## src/rtl/vrc_pkg.sv

```systemverilog
package vrc_pkg;
  localparam int VA_W  = 32;
  localparam int PA_W  = 29;
  localparam int SEG_W = 3;
  localparam int NSEG  = 5;
  localparam int REG_W = NSEG + 2;

  localparam int RG_LOW  = 0;
  localparam int RG_DIRC = 1;
  localparam int RG_DIRU = 2;
  localparam int RG_MAPH = 3;
  localparam int RG_CTRL = 4;
  localparam int RG_SQ   = 5;
  localparam int RG_OCM  = 6;

  localparam int              SQ_PFX_W  = 6;
  localparam logic [SQ_PFX_W-1:0]  SQ_PFX  = 6'b111000;
  localparam int              OCM_PFX_W = 8;
  localparam logic [OCM_PFX_W-1:0] OCM_PFX = 8'hE5;

  typedef struct packed {
    logic [REG_W-1:0] region;
    logic             err;
    logic             cache;
    logic             xlate;
    logic [PA_W-1:0]  paddr;
  } vrc_rsp_t;
endpackage

```

## src/rtl/vrc_decode.sv

```systemverilog
module vrc_decode
  import vrc_pkg::*;
#(
  parameter int ADDR_W = VA_W
) (
  input  logic [ADDR_W-1:0] addr_i,
  output logic [NSEG-1:0]   seg_oh_o,
  output logic              in_sq_o,
  output logic              in_ocm_o
);
  localparam int TOP = ADDR_W - 1;

  logic [SEG_W-1:0] seg_bits;
  assign seg_bits = addr_i[TOP -: SEG_W];

  assign seg_oh_o[0] = ~addr_i[TOP];

  for (genvar g = 1; g < NSEG; g++) begin : g_seg
    assign seg_oh_o[g] = (seg_bits == SEG_W'(3 + g));
  end

  assign in_sq_o  = (addr_i[TOP -: SQ_PFX_W]  == SQ_PFX);
  assign in_ocm_o = (addr_i[TOP -: OCM_PFX_W] == OCM_PFX);
endmodule

```

## src/rtl/vrc_legal.sv

```systemverilog
module vrc_legal
  import vrc_pkg::*;
(
  input  logic [NSEG-1:0]  seg_oh_i,
  input  logic             in_sq_i,
  input  logic             in_ocm_i,
  input  logic             user_i,
  input  logic             sq_block_i,
  input  logic             ocm_en_i,
  output logic [REG_W-1:0] region_o,
  output logic             err_o
);
  always_comb begin
    region_o = '0;
    err_o    = 1'b0;
    if (!user_i) begin
      region_o[NSEG-1:0] = seg_oh_i;
    end else if (seg_oh_i[0]) begin
      region_o[RG_LOW] = 1'b1;
    end else if (in_sq_i && !sq_block_i) begin
      region_o[RG_SQ] = 1'b1;
    end else if (in_ocm_i && ocm_en_i) begin
      region_o[RG_OCM] = 1'b1;
    end else begin
      err_o = 1'b1;
    end
  end
endmodule

```

## src/rtl/vrc_attr.sv

```systemverilog
module vrc_attr
  import vrc_pkg::*;
#(
  parameter int ADDR_W = VA_W,
  parameter int PHYS_W = PA_W
) (
  input  logic [REG_W-1:0]  region_i,
  input  logic              err_i,
  input  logic              xlate_en_i,
  input  logic [ADDR_W-1:0] addr_i,
  output logic              cache_o,
  output logic              xlate_o,
  output logic [PHYS_W-1:0] paddr_o
);
  logic mapped_area;
  assign mapped_area = region_i[RG_LOW] | region_i[RG_MAPH];

  always_comb begin
    xlate_o = xlate_en_i & mapped_area & ~err_i;
    cache_o = (region_i[RG_LOW] | region_i[RG_DIRC] | region_i[RG_MAPH]) & ~err_i;
    if (err_i || xlate_o) paddr_o = '0;
    else                  paddr_o = addr_i[PHYS_W-1:0];
  end
endmodule

```

## src/rtl/vaddr_region_classifier.sv

```systemverilog
module vaddr_region_classifier
  import vrc_pkg::*;
#(
  parameter int ADDR_W = VA_W,
  parameter int PHYS_W = PA_W
) (
  input  logic                clk,
  input  logic                rst_n,
  input  logic                req_valid_i,
  input  logic [ADDR_W-1:0]   req_addr_i,
  input  logic                req_user_i,
  input  logic                xlate_en_i,
  input  logic                sq_user_block_i,
  input  logic                ocm_user_en_i,
  output logic                rsp_valid_o,
  output logic [REG_W-1:0]    rsp_region_o,
  output logic                rsp_addr_err_o,
  output logic                rsp_cacheable_o,
  output logic                rsp_xlate_o,
  output logic [PHYS_W-1:0]   rsp_paddr_o
);
  logic [NSEG-1:0]  seg_oh;
  logic             in_sq, in_ocm;
  logic [REG_W-1:0] region_d;
  logic             err_d, cache_d, xlate_d;
  logic [PHYS_W-1:0] paddr_d;

  vrc_decode #(.ADDR_W(ADDR_W)) u_decode (
    .addr_i   (req_addr_i),
    .seg_oh_o (seg_oh),
    .in_sq_o  (in_sq),
    .in_ocm_o (in_ocm)
  );

  vrc_legal u_legal (
    .seg_oh_i   (seg_oh),
    .in_sq_i    (in_sq),
    .in_ocm_i   (in_ocm),
    .user_i     (req_user_i),
    .sq_block_i (sq_user_block_i),
    .ocm_en_i   (ocm_user_en_i),
    .region_o   (region_d),
    .err_o      (err_d)
  );

  vrc_attr #(.ADDR_W(ADDR_W), .PHYS_W(PHYS_W)) u_attr (
    .region_i   (region_d),
    .err_i      (err_d),
    .xlate_en_i (xlate_en_i),
    .addr_i     (req_addr_i),
    .cache_o    (cache_d),
    .xlate_o    (xlate_d),
    .paddr_o    (paddr_d)
  );

  // response register, loaded only on a strobe
  logic [REG_W-1:0]  region_q, region_n;
  logic              err_q, err_n, cache_q, cache_n, xlate_q, xlate_n;
  logic [PHYS_W-1:0] paddr_q, paddr_n;
  logic              valid_q, valid_n;

  always_comb begin
    valid_n  = req_valid_i;
    region_n = region_q;
    err_n    = err_q;
    cache_n  = cache_q;
    xlate_n  = xlate_q;
    paddr_n  = paddr_q;
    if (req_valid_i) begin
      region_n = region_d;
      err_n    = err_d;
      cache_n  = cache_d;
      xlate_n  = xlate_d;
      paddr_n  = paddr_d;
    end
  end

  always_ff @(posedge clk or negedge rst_n) begin
    if (!rst_n) begin
      valid_q  <= 1'b0;
      region_q <= '0;
      err_q    <= 1'b0;
      cache_q  <= 1'b0;
      xlate_q  <= 1'b0;
      paddr_q  <= '0;
    end else begin
      valid_q  <= valid_n;
      region_q <= region_n;
      err_q    <= err_n;
      cache_q  <= cache_n;
      xlate_q  <= xlate_n;
      paddr_q  <= paddr_n;
    end
  end

  assign rsp_valid_o     = valid_q;
  assign rsp_region_o    = region_q;
  assign rsp_addr_err_o  = err_q;
  assign rsp_cacheable_o = cache_q;
  assign rsp_xlate_o     = xlate_q;
  assign rsp_paddr_o     = paddr_q;

  // ---------------- assertions ----------------
  assert_privileged_no_err_R1: assert property (@(posedge clk) disable iff (!rst_n)
    (req_valid_i && !req_user_i) |=> (!rsp_addr_err_o && $onehot(rsp_region_o[NSEG-1:0])));

  assert_user_no_kernel_R2: assert property (@(posedge clk) disable iff (!rst_n)
    (req_valid_i && req_user_i) |=> (rsp_region_o[RG_CTRL:RG_DIRC] == '0));

  assert_sq_block_R3: assert property (@(posedge clk) disable iff (!rst_n)
    (req_valid_i && req_user_i && sq_user_block_i) |=> !rsp_region_o[RG_SQ]);

  assert_ocm_closed_R4: assert property (@(posedge clk) disable iff (!rst_n)
    (req_valid_i && req_user_i && !ocm_user_en_i) |=> !rsp_region_o[RG_OCM]);

  assert_err_clean_R5: assert property (@(posedge clk) disable iff (!rst_n)
    rsp_addr_err_o |-> (rsp_region_o == '0 && !rsp_cacheable_o && !rsp_xlate_o
                        && rsp_paddr_o == '0));

  assert_region_or_err_R5: assert property (@(posedge clk) disable iff (!rst_n)
    rsp_valid_o |-> ($countones({rsp_region_o, rsp_addr_err_o}) == 1));

  assert_xlate_gate_R6: assert property (@(posedge clk) disable iff (!rst_n)
    (req_valid_i && !xlate_en_i) |=> !rsp_xlate_o);

  assert_paddr_direct_R7: assert property (@(posedge clk) disable iff (!rst_n)
    (rsp_valid_o && !rsp_xlate_o && !rsp_addr_err_o)
      |-> rsp_paddr_o == $past(req_addr_i[PHYS_W-1:0]));

  assert_uncached_R8: assert property (@(posedge clk) disable iff (!rst_n)
    (rsp_region_o[RG_DIRU] || rsp_region_o[RG_CTRL] || rsp_region_o[RG_SQ]
     || rsp_region_o[RG_OCM]) |-> !rsp_cacheable_o);

  assert_valid_follow_R9: assert property (@(posedge clk) disable iff (!rst_n)
    req_valid_i |=> rsp_valid_o);

  assert_valid_idle_R9: assert property (@(posedge clk) disable iff (!rst_n)
    !req_valid_i |=> !rsp_valid_o);

  assert_hold_R9: assert property (@(posedge clk) disable iff (!rst_n)
    !req_valid_i |=> ($stable(rsp_region_o) && $stable(rsp_addr_err_o)
                      && $stable(rsp_cacheable_o) && $stable(rsp_xlate_o)
                      && $stable(rsp_paddr_o)));
endmodule

```

## config.mk

```make
export PLATFORM = sky130hd
export DESIGN_NAME = vaddr_region_classifier
export DESIGN_NICKNAME = d
export VERILOG_FILES = /design/src/rtl/vrc_pkg.sv /design/src/rtl/vrc_decode.sv /design/src/rtl/vrc_legal.sv /design/src/rtl/vrc_attr.sv /design/src/rtl/vaddr_region_classifier.sv
export SDC_FILE = /design/constraint.sdc
export NUM_CORES = 1
export LEC_CHECK = 0
export BUFFER_PORTS_ARGS = -buffer_cell sky130_fd_sc_hd__buf_4
export CORE_ASPECT_RATIO = 0.75
export CORE_MARGIN = 5
export CORE_UTILIZATION = 40
export CTS_BUF_LIST = sky130_fd_sc_hd__clkbuf_8
export DETAILED_ROUTE_END_ITERATION = 16
export PLACE_DENSITY = 0.64
export SLEW_MARGIN = 20
export SYNTH_ARGS = -nofsm -noshare
export SYNTH_HDL_FRONTEND = slang
export SYNTH_SLANG_ARGS = --single-unit
```

## constraint.sdc

```tcl
create_clock -name clk -period 0.8 [get_ports clk]
set_clock_uncertainty 0.05 [all_clocks]
set_input_delay 0.16 -clock clk [delete_from_list [all_inputs] [get_ports clk]]
set_output_delay 0.16 -clock clk [all_outputs]
set_load 0.02 [all_outputs]
```

After elaboration in Yosys (flattened, before gate mapping)

Index checks and enable logic that the tools add are counted.

Bits of input ports: 39
Word-level logic and storage cells: 37
Output and inout port bits: 40
Flip-flop bits (word level): 40

Multiplexer cells: 13
Bitwise gates (word level): 8
Reduce and logical (&&, ||, !) cells: 4
Equal/unequal tests: 6

Operators with widths:

| kind                                       | count |
|---|---|
| 29-bit 2-to-1 mux                          | 1 |
| 3-bit equality test, second input constant | 4 |
| 1-bit 2-to-1 mux                           | 9 |
| 8-bit equality test, second input constant | 1 |
| 6-bit equality test, second input constant | 1 |
| 2-bit 2-to-1 mux                           | 2 |
| 4-bit 2-to-1 mux                           | 1 |
| 1-bit bitwise AND                          | 3 |
| 1-bit bitwise OR                           | 3 |
| 1-bit logical AND                          | 2 |
| 1-bit NOT                                  | 2 |
| 1-bit logical NOT                          | 1 |
| 1-bit logical OR                           | 1 |

Logic depth before layout (Yosys ltp)

Gate-level depths: netlist of the first run.

Word-level depth: 10
Mapped depth: 5
Depth with buffers taken out: 3

Modules after synthesis

A second synthesis of the first run with hierarchy kept.

Cell total of the unflattened synthesis: 142
Area, all modules: 2143.3 um^2

Modules (own cells, without submodules):

| module                  | cells each | times used | seq. area each (um^2) | area each (um^2) |
|---|---|---|---|---|
| vaddr_region_classifier | 83         | 1          | 1001.0                | 1519.0 |
| vrc_attr                | 39         | 1          | 0.0                   | 441.7 |
| vrc_legal               | 11         | 1          | 0.0                   | 97.6 |
| vrc_decode              | 9          | 1          | 0.0                   | 85.1 |

Least setup slack after synthesis of the first run

OpenSTA, ideal clock, no wires.

Path type: input port to flip-flop
Start point: input port req_addr_i[29]
End point: register paddr_q[10] (netlist: rsp_paddr_o[10])
Buffers on the path: 1
Data arrival time: 1.000 ns
Library setup time: 0.134 ns
Setup slack: -0.384 ns
Data required time: 0.616 ns
Cell stages on the path: 4
Cells stage by stage: or3b_1 a21boi_2 buf_2 o41ai_1

Word-level cells in the longest chain between the ends: 10
Elaborated cells on any way between the ends: 16
Those cells by class: eq/ne (3); mux (6); bitwise (4); reduce/logical (3)

RTL lines:

| what                   | line                          | RTL |
|---|---|---|
| start: declaration     | vaddr_region_classifier.sv:10 | `input logic [ADDR_W-1:0] req_addr_i,` |
| 8-bit equality test    | vrc_decode.sv:23              | `assign in_ocm_o = (addr_i[TOP -: OCM_PFX_W] == OCM_PFX);` |
| 1-bit logical AND      | vrc_legal.sv:22               | `end else if (in_ocm_i && ocm_en_i) begin` |
| 1-bit 2-to-1 mux       | vrc_legal.sv:22               |  |
| 1-bit 2-to-1 mux       | vrc_legal.sv:20               | `end else if (in_sq_i && !sq_block_i) begin` |
| 1-bit 2-to-1 mux       | vrc_legal.sv:18               | `end else if (seg_oh_i[0]) begin` |
| 1-bit 2-to-1 mux       | vrc_legal.sv:16               | `if (!user_i) begin` |
| 1-bit NOT              | vrc_attr.sv:19                | `xlate_o = xlate_en_i & mapped_area & ~err_i;` |
| 1-bit bitwise AND      | vrc_attr.sv:19                |  |
| 1-bit logical OR *     | vrc_attr.sv:21                | `if (err_i \|\| xlate_o) paddr_o = '0;` |
| 29-bit 2-to-1 mux *    | vrc_attr.sv:21                |  |
| end signal: assignment | vaddr_region_classifier.sv:92 | `paddr_q <= paddr_n;` |
| end: declaration       | vaddr_region_classifier.sv:59 | `logic [PHYS_W-1:0] paddr_q, paddr_n;` |

Every way passes the cells marked *; elsewhere a longest branch is shown, timed or not.
A chain may end at the register's enable or synchronous reset.

Worst setup path in the final report of the first run

Start point: register paddr_q[27] (netlist: rsp_paddr_o[27])
End point: output port rsp_paddr_o[27]

RTL lines:

| what             | line                          | RTL |
|---|---|---|
| end: declaration | vaddr_region_classifier.sv:20 | `output logic [PHYS_W-1:0] rsp_paddr_o` |

No word-level cell between the ends.

==> results of run 1 <==
## through the flow
step / setup TNS (ns) / power, mW / utilization, %
after global placement: -18.41 / 3.62 / 58.3
after detailed placement: -19.29 / 3.63 / 58.3
after global routing: -18.76 / 5.71 / 73.4
final: -17.22 / 5.46 / 73.4
after floorplan: -11.30 / 2.95 / -
after CTS: -16.54 / 5.30 / 67.1
## worst max path at each step
stage | cells after the start | start | endpoint
detailed placement | 5 | req_addr_i[27] | rsp_paddr_o[14]
CTS | 1 | rsp_paddr_o[27] | rsp_paddr_o[27]
global route | 1 | rsp_paddr_o[24] | rsp_paddr_o[24]
finish | 1 | rsp_paddr_o[27] | rsp_paddr_o[27]
floorplan | 4 | req_addr_i[29] | rsp_paddr_o[10]
global placement | 5 | req_addr_i[27] | rsp_paddr_o[7]
## layout make-up
type,instances,area (µm²)
clock buffers,6,82.6
clock inverters,2,15.0
fillers,332,1280
inverters,31,116
multi-input cells,88,925
flip-flops and latches,40,1000
well taps,60,75.1
repair buffers,132,1320
## sequential cells by signal, indices dropped and copies added (netlist names)
name,cells
rsp_paddr_o,29
rsp_region_o,7
rsp_addr_err_o,1
rsp_cacheable_o,1
rsp_valid_o,1
rsp_xlate_o,1
## kinds of logic after synthesis
group | synth area share (%)
buf+inv | 10.3
simple gates | 11.1
compound gates | 27.5
flops | 51.2
## layout by cell type (no fill, tap or decap), types with 2 or more instances in the layout
cell type	Yosys	final
dfrtp_1	40	40
buf_12	0	5
clkbuf_8	0	6
o41ai_2	19	22
nand2_2	1	2
nand2_1	31	29
o2bb2ai_2	0	3
inv_1	30	30
clkbuf_16	0	2
buf_4	2	68
o41ai_4	0	5
o21ai_1	0	2
o21ai_0	4	2
buf_6	4	51
nand4_1	2	2
clkinvlp_4	0	2
buf_8	0	5
o21a_1	2	2
## layer usage
metal	GRT usage, %	wire, µm
met5	0	0
met4	3.97	43
met3	6.06	372
met2	27.8	2880
met1	22.5	2480
## power by group
group | internal (mW) | switching (mW) | total (mW) | leakage [nW]
registers | 2.19 | 0.131 | 2.32 | 0.523
logic | 0.944 | 0.782 | 1.73 | 1.26
clock network | 0.698 | 0.714 | 1.41 | 0.0434
total | 3.83 | 1.63 | 5.45 | 1.82
## repair_timing
| action | in CTS | in global routing |
|---|---|---|
| endpoints found under the hold margin | 40 | 0 |
| setup endpoints to repair | 73 | 76 |
| setup buffers | 13 | 12 |
| hold buffers | 1 | 0 |
| resized for setup | 58 | 26 |
| pin swaps | 7 | 7 |
| cloned | 0 | 3 |
==> impl_metrics.json, run 1 <==
{
  "outcome": "complete, but fails checks",
  "failing_checks": "negative setup slack",
  "die-height_um": 70.6,
  "synth.ff_latch_count": 40,
  "rows": 22,
  "final_min_period_over_clock_period_pct": 134,
  "finalInstanceArea_um2": 3530,
  "postSynthNetCount": 210,
  "worst_slack_ns": -0.274,
  "synth_area_leader_cell": "dfrtp_1",
  "crit_path_cell_trace": "buf_6",
  "detailed_place.area_um2": 2810,
  "rrSetupSlack_ns": -0.14,
  "postSynth.topFlopCell": "dfrtp_1",
  "cts_max_path_buffers": 2,
  "worst_pin_slew_ns": 0.393,
  "clkSlewWorstSetupHoldPaths_ns": 0.08,
  "place_hpwl_mm": 3.74,
  "max-cap-violations": 0,
  "critical_path.top_delay_family": "flip-flops",
  "ff2ff_path_depth": 4,
  "cpMaxStageDelayCell": "dfrtp_1",
  "number_of_drc_violations_after_detailed_routing": 0,
  "synth.cells.most_frequent": "40 x dfrtp_1, 31 x nand2_1, 30 x inv_1",
  "io_pins": 79,
  "cts-buffers-inserted": 5,
  "total_via_count_after_detailed_routing": 1780,
  "clock_network_latency_to_the_later_pin_of_the_worst_skew_pair_ns": 0.29,
  "worst_hold_startpoint": "req_addr_i[21]",
  "first_global_vias": 1857,
  "critPathKind": "flip-flop to primary output",
  "leak_pwr_nw": 1.82,
  "clock_tree.root_cell": "clkbuf_8",
  "drt.antenna.violating_nets": 0,
  "cp-end-kind": "primary output",
  "worst_r2r_startpoint": "rsp_paddr_o[12]",
  "port-buffer-count": 78,
  "avgRoutedWirePerCell_um": 16.1,
  "grt_pass1_wl_mm": 9.08,
  "drt-total-wl_mm": 5.78,
  "path_buf_inv": 1,
  "die_w_um": 90.8,
  "number_of_endpoints_failing_setup_at_the_final_stage": 72,
  "data_arrival_at_the_endpoint_of_the_critical_path_ns": 0.86,
  "reg2reg_to": "rsp_paddr_o[12]",
  "detail_route.vias_per_cell": 4.96,
  "initialDrtViolationCount": 41,
  "ir_worst_vdd_v": 0.00105,
  "number_of_antenna_violations_at_the_first_check_in_global_routing": 0,
  "finalHoldWorstSlack_ns": 0.0692,
  "synth-warning-count": 0,
  "slew_violations": 0,
  "synth_enable_flop_cells": 0,
  "netlist_top_cells_area": "dfrtp_1 51%, o41ai_2 16%, nand2_1 5.9%, inv_1 5.8%, o41ai_1 3.6%",
  "fin_nets": 337,
  "clock_tree_from_tritoncts": "built",
  "detailedPlace.worstSlack_ns": -0.653,
  "finalWorstPathRequiredPeriod_ns": 1.07,
  "async_flop_share_pct": 100,
  "crit_path_max_incr_delay_ns": 0.42,
  "powerDensity_nw_per_um2": 1540,
  "fp.coreArea_um2": 4820,
  "hold_end": "rsp_paddr_o[21]",
  "synthDominantCellAreaShare_pct": 51.2,
  "final_layout_size_suffix_gt1_share_pct": 60.5,
  "number_of_hold_violations_in_the_final_report": 0,
  "ys_types": 32,
  "grt_setup_unrepaired": "yes",
  "insertedDiodeCount": 0,
  "synth_area_per_cell_um2": 11.4,
  "mappedNetlistArea_um2": 1960,
  "grt_util_all_layers_pct": 17.3,
  "post_synth_inst_count": 171,
  "worst-endpoint-required_ns": 0.59,
  "critical_path.max_fanout": 2,
  "hold_depth": 3,
  "pin_count_of_the_biggest_net_entering_global_routing": 41,
  "detailedRoute.firstPassIterationCount": 4,
  "cts.htree.levels": 2,
  "area_growth_syn_to_layout_pct": 80.6,
  "synth-seq-area-share_pct": 51.2,
  "design.die.area_um2": 6410,
  "place_congestion": 0.753,
  "globalRoute.totalOverflow": 0,
  "relSlewSlack_pct": 73.7,
  "clock_sinks": 40,
  "hold_class": "input pin to flip-flop",
  "yosysMostFrequentCell": "dfrtp_1",
  "starting_density_of_the_core_pct": 40.6,
  "critical_path.startpoint_type": "flip-flop",
  "placed_cells_incl_taps": 325,
  "finish.cell_count_without_fillers": 359,
  "achievable-frequency_ghz": 0.931
}
Note: power is estimated with default switching activity, not from simulation.
==> inputs of run 2 (changes only) <==
Settings changed: PLACE_DENSITY 0.64 to 0.63, SETUP_SLACK_MARGIN from default to 0.05, SYNTH_HIERARCHICAL from default to 1.
==> impl_metrics.json, run 2 <==
{
  "postSynthNetCount": 181,
  "detail_route.vias_per_cell": 4.63,
  "failing_checks": "negative setup slack",
  "ys_types": 23,
  "slew_violations": 0,
  "worst_slack_ns": -0.719,
  "clkSlewWorstSetupHoldPaths_ns": 0.07,
  "number_of_drc_violations_after_detailed_routing": 0,
  "placed_cells_incl_taps": 306,
  "largest_register_ff_count": 29,
  "powerDensity_nw_per_um2": 1610,
  "synth-warning-count": 6,
  "hold_class": "input pin to flip-flop",
  "initialDrtViolationCount": 45,
  "layout_common_cells": "70 x buf_4, 52 x buf_6, 40 x dfrtp_1, 37 x mux2_4, 26 x nor3b_2",
  "final_min_period_over_clock_period_pct": 190,
  "grt_util_all_layers_pct": 17.9,
  "clock_network_latency_to_the_later_pin_of_the_worst_skew_pair_ns": 0.29,
  "synth_area_leader_cell": "dfrtp_1",
  "max-cap-violations": 0,
  "number_of_hold_violations_in_the_final_report": 0,
  "synth_enable_flop_cells": 0,
  "yosysMostFrequentCell": "dfrtp_1",
  "clock_tree_from_tritoncts": "built",
  "detailedPlace.worstSlack_ns": -0.941,
  "port-buffer-count": 78,
  "worst_pin_slew_ns": 0.361,
  "data_arrival_at_the_endpoint_of_the_critical_path_ns": 1.70,
  "first_global_vias": 1855,
  "area_growth_syn_to_layout_pct": 78.2,
  "drt-total-wl_mm": 6.14,
  "critical_path.startpoint_type": "input pin",
  "grt_setup_unrepaired": "yes",
  "finalHoldWorstSlack_ns": 0.183,
  "n_fill_cell": 359,
  "synth_area_per_cell_um2": 15.1,
  "die-height_um": 73.4,
  "async_flop_share_pct": 100,
  "clock_tree.root_cell": "clkbuf_8",
  "rrSetupSlack_ns": -0.18,
  "number_of_endpoints_failing_setup_at_the_final_stage": 79,
  "cts-buffers-inserted": 5,
  "leak_pwr_nw": 1.88,
  "finalWorstPathRequiredPeriod_ns": 1.52,
  "cts_max_path_buffers": 2,
  "synth-seq-area-share_pct": 46.7,
  "globalRoute.totalOverflow": 0,
  "detailedRoute.firstPassIterationCount": 4,
  "mostFrequentLayoutCell": "buf_4",
  "io_pins": 79,
  "fin_nets": 312,
  "insertedDiodeCount": 0,
  "postSynth.topFlopCell": "dfrtp_1",
  "synthDominantCellAreaShare_pct": 46.7,
  "finish.cell_count_without_fillers": 349,
  "starting_density_of_the_core_pct": 40.7,
  "total_via_count_after_detailed_routing": 1617,
  "design.die.area_um2": 6940,
  "clock_sinks": 40,
  "cts.htree.levels": 2,
  "achievable-frequency_ghz": 0.658,
  "place_hpwl_mm": 3.65,
  "critical_path.max_fanout": 8,
  "avgRoutedWirePerCell_um": 17.6,
  "place_congestion": 0.831,
  "drt.antenna.violating_nets": 0,
  "synth.ff_latch_count": 40,
  "pin_count_of_the_biggest_net_entering_global_routing": 41,
  "post_synth_inst_count": 142,
  "finalInstanceArea_um2": 3820,
  "relSlewSlack_pct": 75.8,
  "critPathKind": "input pin to flip-flop",
  "rows": 23,
  "detailed_place.area_um2": 2990,
  "fp.coreArea_um2": 5270,
  "mappedNetlistArea_um2": 2140,
  "fin_tns_setup_ns": -32.25,
  "die_w_um": 94.5,
  "worst-endpoint-required_ns": 0.98,
  "outcome": "complete, but fails checks",
  "number_of_antenna_violations_at_the_first_check_in_global_routing": 0,
  "netlist_top_cells_area": "dfrtp_1 47%, nor3b_2 18%, mux2_2 15%, mux2_4 7.0%, buf_6 2.1%",
  "synth.cells.most_frequent": "40 x dfrtp_1, 30 x nor3b_2, 29 x mux2_2",
  "grt_pass1_wl_mm": 9.48,
  "final_layout_size_suffix_gt1_share_pct": 83.9,
  "cp-end-kind": "flip-flop",
  "ir_worst_vdd_v": 0.00110
}
[run 2: cell types whose count changed after synthesis, sizes merged, moves of 3 or more]
cell	previous run	this run
o2bb2ai	4	0
inv	30	1
clkbuf	4	0
and2b	0	4
nor3b	0	31
nand2	32	2
buf	8	11
o41ai	27	0
mux2	0	39
o21ai	5	0
[run 2: area by class of cell]
type | count | area, µm² | share of cell area [%]
Multi-Input combinational cell | 91 | 1240 | 32.6
Inverter | 1 | 6.26 | 0.164
Sequential cell | 40 | 1000 | 26.2
Clock buffer | 7 | 96.3 | 2.52
Clock inverter | 1 | 30.0 | 0.786
Tap cell | 75 | 93.8 | 2.46
Timing Repair Buffer | 134 | 1350 | 35.3
[run 2: repair_timing]
action / CTS / global route
setup endpoints to repair: 79 / 79
cloned: 4 / 0
endpoints found under the hold margin: 40 / 0
buffers inserted: 20 / 11
gates resized for setup: 80 / 16
pin swaps: 12 / 19
hold buffers: 1 / 0
[run 2: path summary, 6_finish.rpt]
check                                start               to  cells past startpoint
setup / recovery            req_addr_i[28]  rsp_paddr_o[11]                      9
hold / removal                 req_valid_i      rsp_valid_o                      2
setup reg to reg           rsp_paddr_o[27]  rsp_paddr_o[27]                      2
hold reg to reg            rsp_paddr_o[12]  rsp_paddr_o[12]                      1
max in group asynchronous            rst_n  rsp_region_o[3]                      3
min in group asynchronous            rst_n  rsp_paddr_o[23]                      3
[run 2: logic make-up after synthesis]
| logic type | count (synthesis) | synth area share [%] |
|---|---|---|
| AO/OA/AOI/OAI | 1 | 0.700 |
| multiplexers | 39 | 22.2 |
| flip-flops | 40 | 46.7 |
| buffers and inverters | 12 | 4.73 |
| AND/OR/NAND/NOR | 50 | 25.6 |
[run 2: through the flow]
step | power (mW) | utilization, %
global placement | 3.75 | 56.8
floorplan | 3.13 | -
detailed placement | 3.79 | 56.8
global route | 6.41 | 72.5
finish | 6.14 | 72.5
CTS | 6.06 | 69.5
[run 2: report_power, final]
part / switching (mW) / leakage, nW / internal [mW]
clock: 0.711 / 0.0645 / 1.10
sequential: 0.143 / 0.515 / 2.21
combinational: 0.770 / 1.30 / 1.20
[run 2: worst max-delay path: stages]
cell and delay (ns):
buf_8 0.09, nand4bb_4 0.23, nor4b_4 0.29, nand2_1 0.13, nor3b_4 0.18, buf_6 0.13
buf_12 0.14, nor3b_2 0.17, mux2_4 0.17
[run 2: per-layer routing]
| metal | wire [µm] | part of all wire [%] | vias to the layer above | track usage [%] |
|---|---|---|---|---|
| met4 | 14 | 0.23 | 0 | 4.00 |
| met2 | 3090 | 50 | 44 | 30.5 |
| met5 | 0 | 0 | - | 0 |
| li1 | - | - | 769 | - |
| met1 | 2660 | 43 | 802 | 22.1 |
| met3 | 374 | 6.1 | 2 | 6.24 |
==> inputs of run 3 (changes only) <==
Settings changed: CELL_PAD_IN_SITES_DETAIL_PLACEMENT from default to 1, CELL_PAD_IN_SITES_GLOBAL_PLACEMENT from default to 1, PLACE_DENSITY 0.63 to 0.77.
==> impl_metrics.json, run 3 (synthesis gave the netlist of run 2 again) <==
{
  "outcome": "complete, but fails checks",
  "failing_checks": "negative setup slack",
  "port-buffer-count": 78,
  "largest_register_ff_count": 29,
  "area_growth_syn_to_layout_pct": 67.3,
  "slew_violations": 0,
  "worst_slack_ns": -0.617,
  "globalRoute.totalOverflow": 0,
  "crit_path_cell_trace": "buf_6 -> nand4bb_1 -> nor4b_2 -> nand2_1 -> nor3b_4 -> buf_12 -> nor3b_2 -> mux2_4",
  "worst_pin_slew_ns": 0.387,
  "critical_path.startpoint_type": "input pin",
  "cts_max_path_buffers": 2,
  "clock_tree.root_cell": "clkbuf_8",
  "clock_tree_from_tritoncts": "built",
  "hold_class": "input pin to flip-flop",
  "cp-end-kind": "flip-flop",
  "final_layout_size_suffix_gt1_share_pct": 81.7,
  "fp.coreArea_um2": 5270,
  "achievable-frequency_ghz": 0.706,
  "starting_density_of_the_core_pct": 40.7,
  "cts.htree.levels": 2,
  "worst_hold_startpoint": "req_valid_i",
  "io_pins": 79,
  "number_of_endpoints_failing_setup_at_the_final_stage": 79,
  "cts-buffers-inserted": 5,
  "ir_worst_vdd_v": 0.000795,
  "detailedRoute.firstPassIterationCount": 4,
  "drt-total-wl_mm": 6.87,
  "path_buf_inv": 2,
  "total_via_count_after_detailed_routing": 1624,
  "cpMaxStageDelayCell": "nor4b_2",
  "globalRouteMet3Util_pct": 5.32,
  "data_arrival_at_the_endpoint_of_the_critical_path_ns": 1.60,
  "clock_network_latency_to_the_later_pin_of_the_worst_skew_pair_ns": 0.28,
  "number_of_hold_violations_in_the_final_report": 0,
  "crit_path_max_incr_delay_ns": 0.27,
  "number_of_antenna_violations_at_the_first_check_in_global_routing": 0,
  "layout_common_cells": "59 x buf_4, 55 x buf_6, 40 x dfrtp_1, 33 x mux2_4, 29 x nor3b_2",
  "grt_setup_unrepaired": "yes",
  "final_min_period_over_clock_period_pct": 177,
  "critical_path.top_delay_family": "simple AND/OR/NAND/NOR gates",
  "critPathKind": "input pin to flip-flop",
  "detail_route.vias_per_cell": 4.82,
  "pin_count_of_the_biggest_net_entering_global_routing": 41,
  "multi_input_comb_area_um2": 1170,
  "global_route.usage.met2_pct": 34.7,
  "die-height_um": 73.4,
  "place_hpwl_mm": 4.15,
  "n_fill_cell": 485,
  "worst_r2r_startpoint": "rsp_paddr_o[27]",
  "grt_pass1_wl_mm": 10.3,
  "place_congestion": 0.862,
  "clock_sinks": 40,
  "powerDensity_nw_per_um2": 1550,
  "insertedDiodeCount": 0,
  "leak_pwr_nw": 1.77,
  "fin_tns_setup_ns": -30.02,
  "ff_latch_area_um2": 1000,
  "first_global_vias": 1862,
  "worst-endpoint-required_ns": 0.98,
  "grt_util_all_layers_pct": 19.6,
  "rows": 23,
  "drt.antenna.violating_nets": 0,
  "grt_busiest_layer": "met2",
  "mostFrequentLayoutCell": "buf_4",
  "hold_end": "rsp_valid_o",
  "grtUsageMet1_pct": 24.3,
  "clkSlewWorstSetupHoldPaths_ns": 0.07,
  "number_of_drc_violations_after_detailed_routing": 0,
  "die_w_um": 94.5,
  "avgRoutedWirePerCell_um": 20.4,
  "initialDrtViolationCount": 43,
  "design.die.area_um2": 6940,
  "hold_depth": 2,
  "finalWorstPathRequiredPeriod_ns": 1.42,
  "ff2ff_path_depth": 2,
  "fin_nets": 300,
  "power.total_mw": 5.57,
  "reg2reg_to": "rsp_paddr_o[27]",
  "max-cap-violations": 0,
  "critical_path.max_fanout": 16,
  "relSlewSlack_pct": 74.0,
  "rrSetupSlack_ns": -0.19
}
run 3: report_power, final:
group          internal (mW)  switching [mW]  leakage (nW)
Combinational           1.09           0.748          1.20
Clock                  0.679           0.680        0.0538
Sequential              2.21           0.161         0.515
Total                   3.98            1.59          1.77
run 3: layout make-up:
type | count | share of cell area [%]
flip-flops and latches | 40 | 27.9
repair buffers | 123 | 34.2
multi-input cells | 90 | 32.6
clock inverters | 2 | 0.209
well taps | 75 | 2.62
inverters | 1 | 0.174
clock buffers | 6 | 2.30
run 3: timing repair:
action | in CTS | in global routing
endpoints found under the hold margin | 40 | 0
setup buffers | 21 | 5
resized for setup | 68 | 14
setup endpoints to repair | 79 | 79
pin swaps | 3 | 3
hold buffers | 1 | 0
run 3: layer usage:
layer  vias up  wire (µm)
li1        740          -
met1       831       2960
met2        48       3500
met3         5        361
met4         0         44
met5         -          0
run 3: per-stage QoR:
stage / hold slack, ns / instances / util [%] / instance area (µm²) / setup WS (ns)
floorplan: -0.186 / 142 / - / 2220 / -0.697
global placement: 0.0788 / 307 / 57.4 / 3030 / -0.874
detailed placement: 0.0818 / 307 / 57.4 / 3030 / -0.906
CTS: 0.170 / 336 / 67.1 / 3530 / -0.574
global route: 0.201 / 337 / 68.1 / 3590 / -0.663
finish: 0.209 / 337 / 68.1 / 3590 / -0.617
run 3: worst max path at each step:
stage                         from              end  cells past startpoint
finish              req_addr_i[28]  rsp_paddr_o[26]                      8
global route        req_addr_i[28]  rsp_paddr_o[16]                      8
CTS                 req_addr_i[29]  rsp_paddr_o[15]                      8
detailed placement  req_addr_i[29]  rsp_paddr_o[15]                      8
global placement    req_addr_i[29]  rsp_paddr_o[13]                      8
floorplan           req_addr_i[29]  rsp_paddr_o[10]                      7
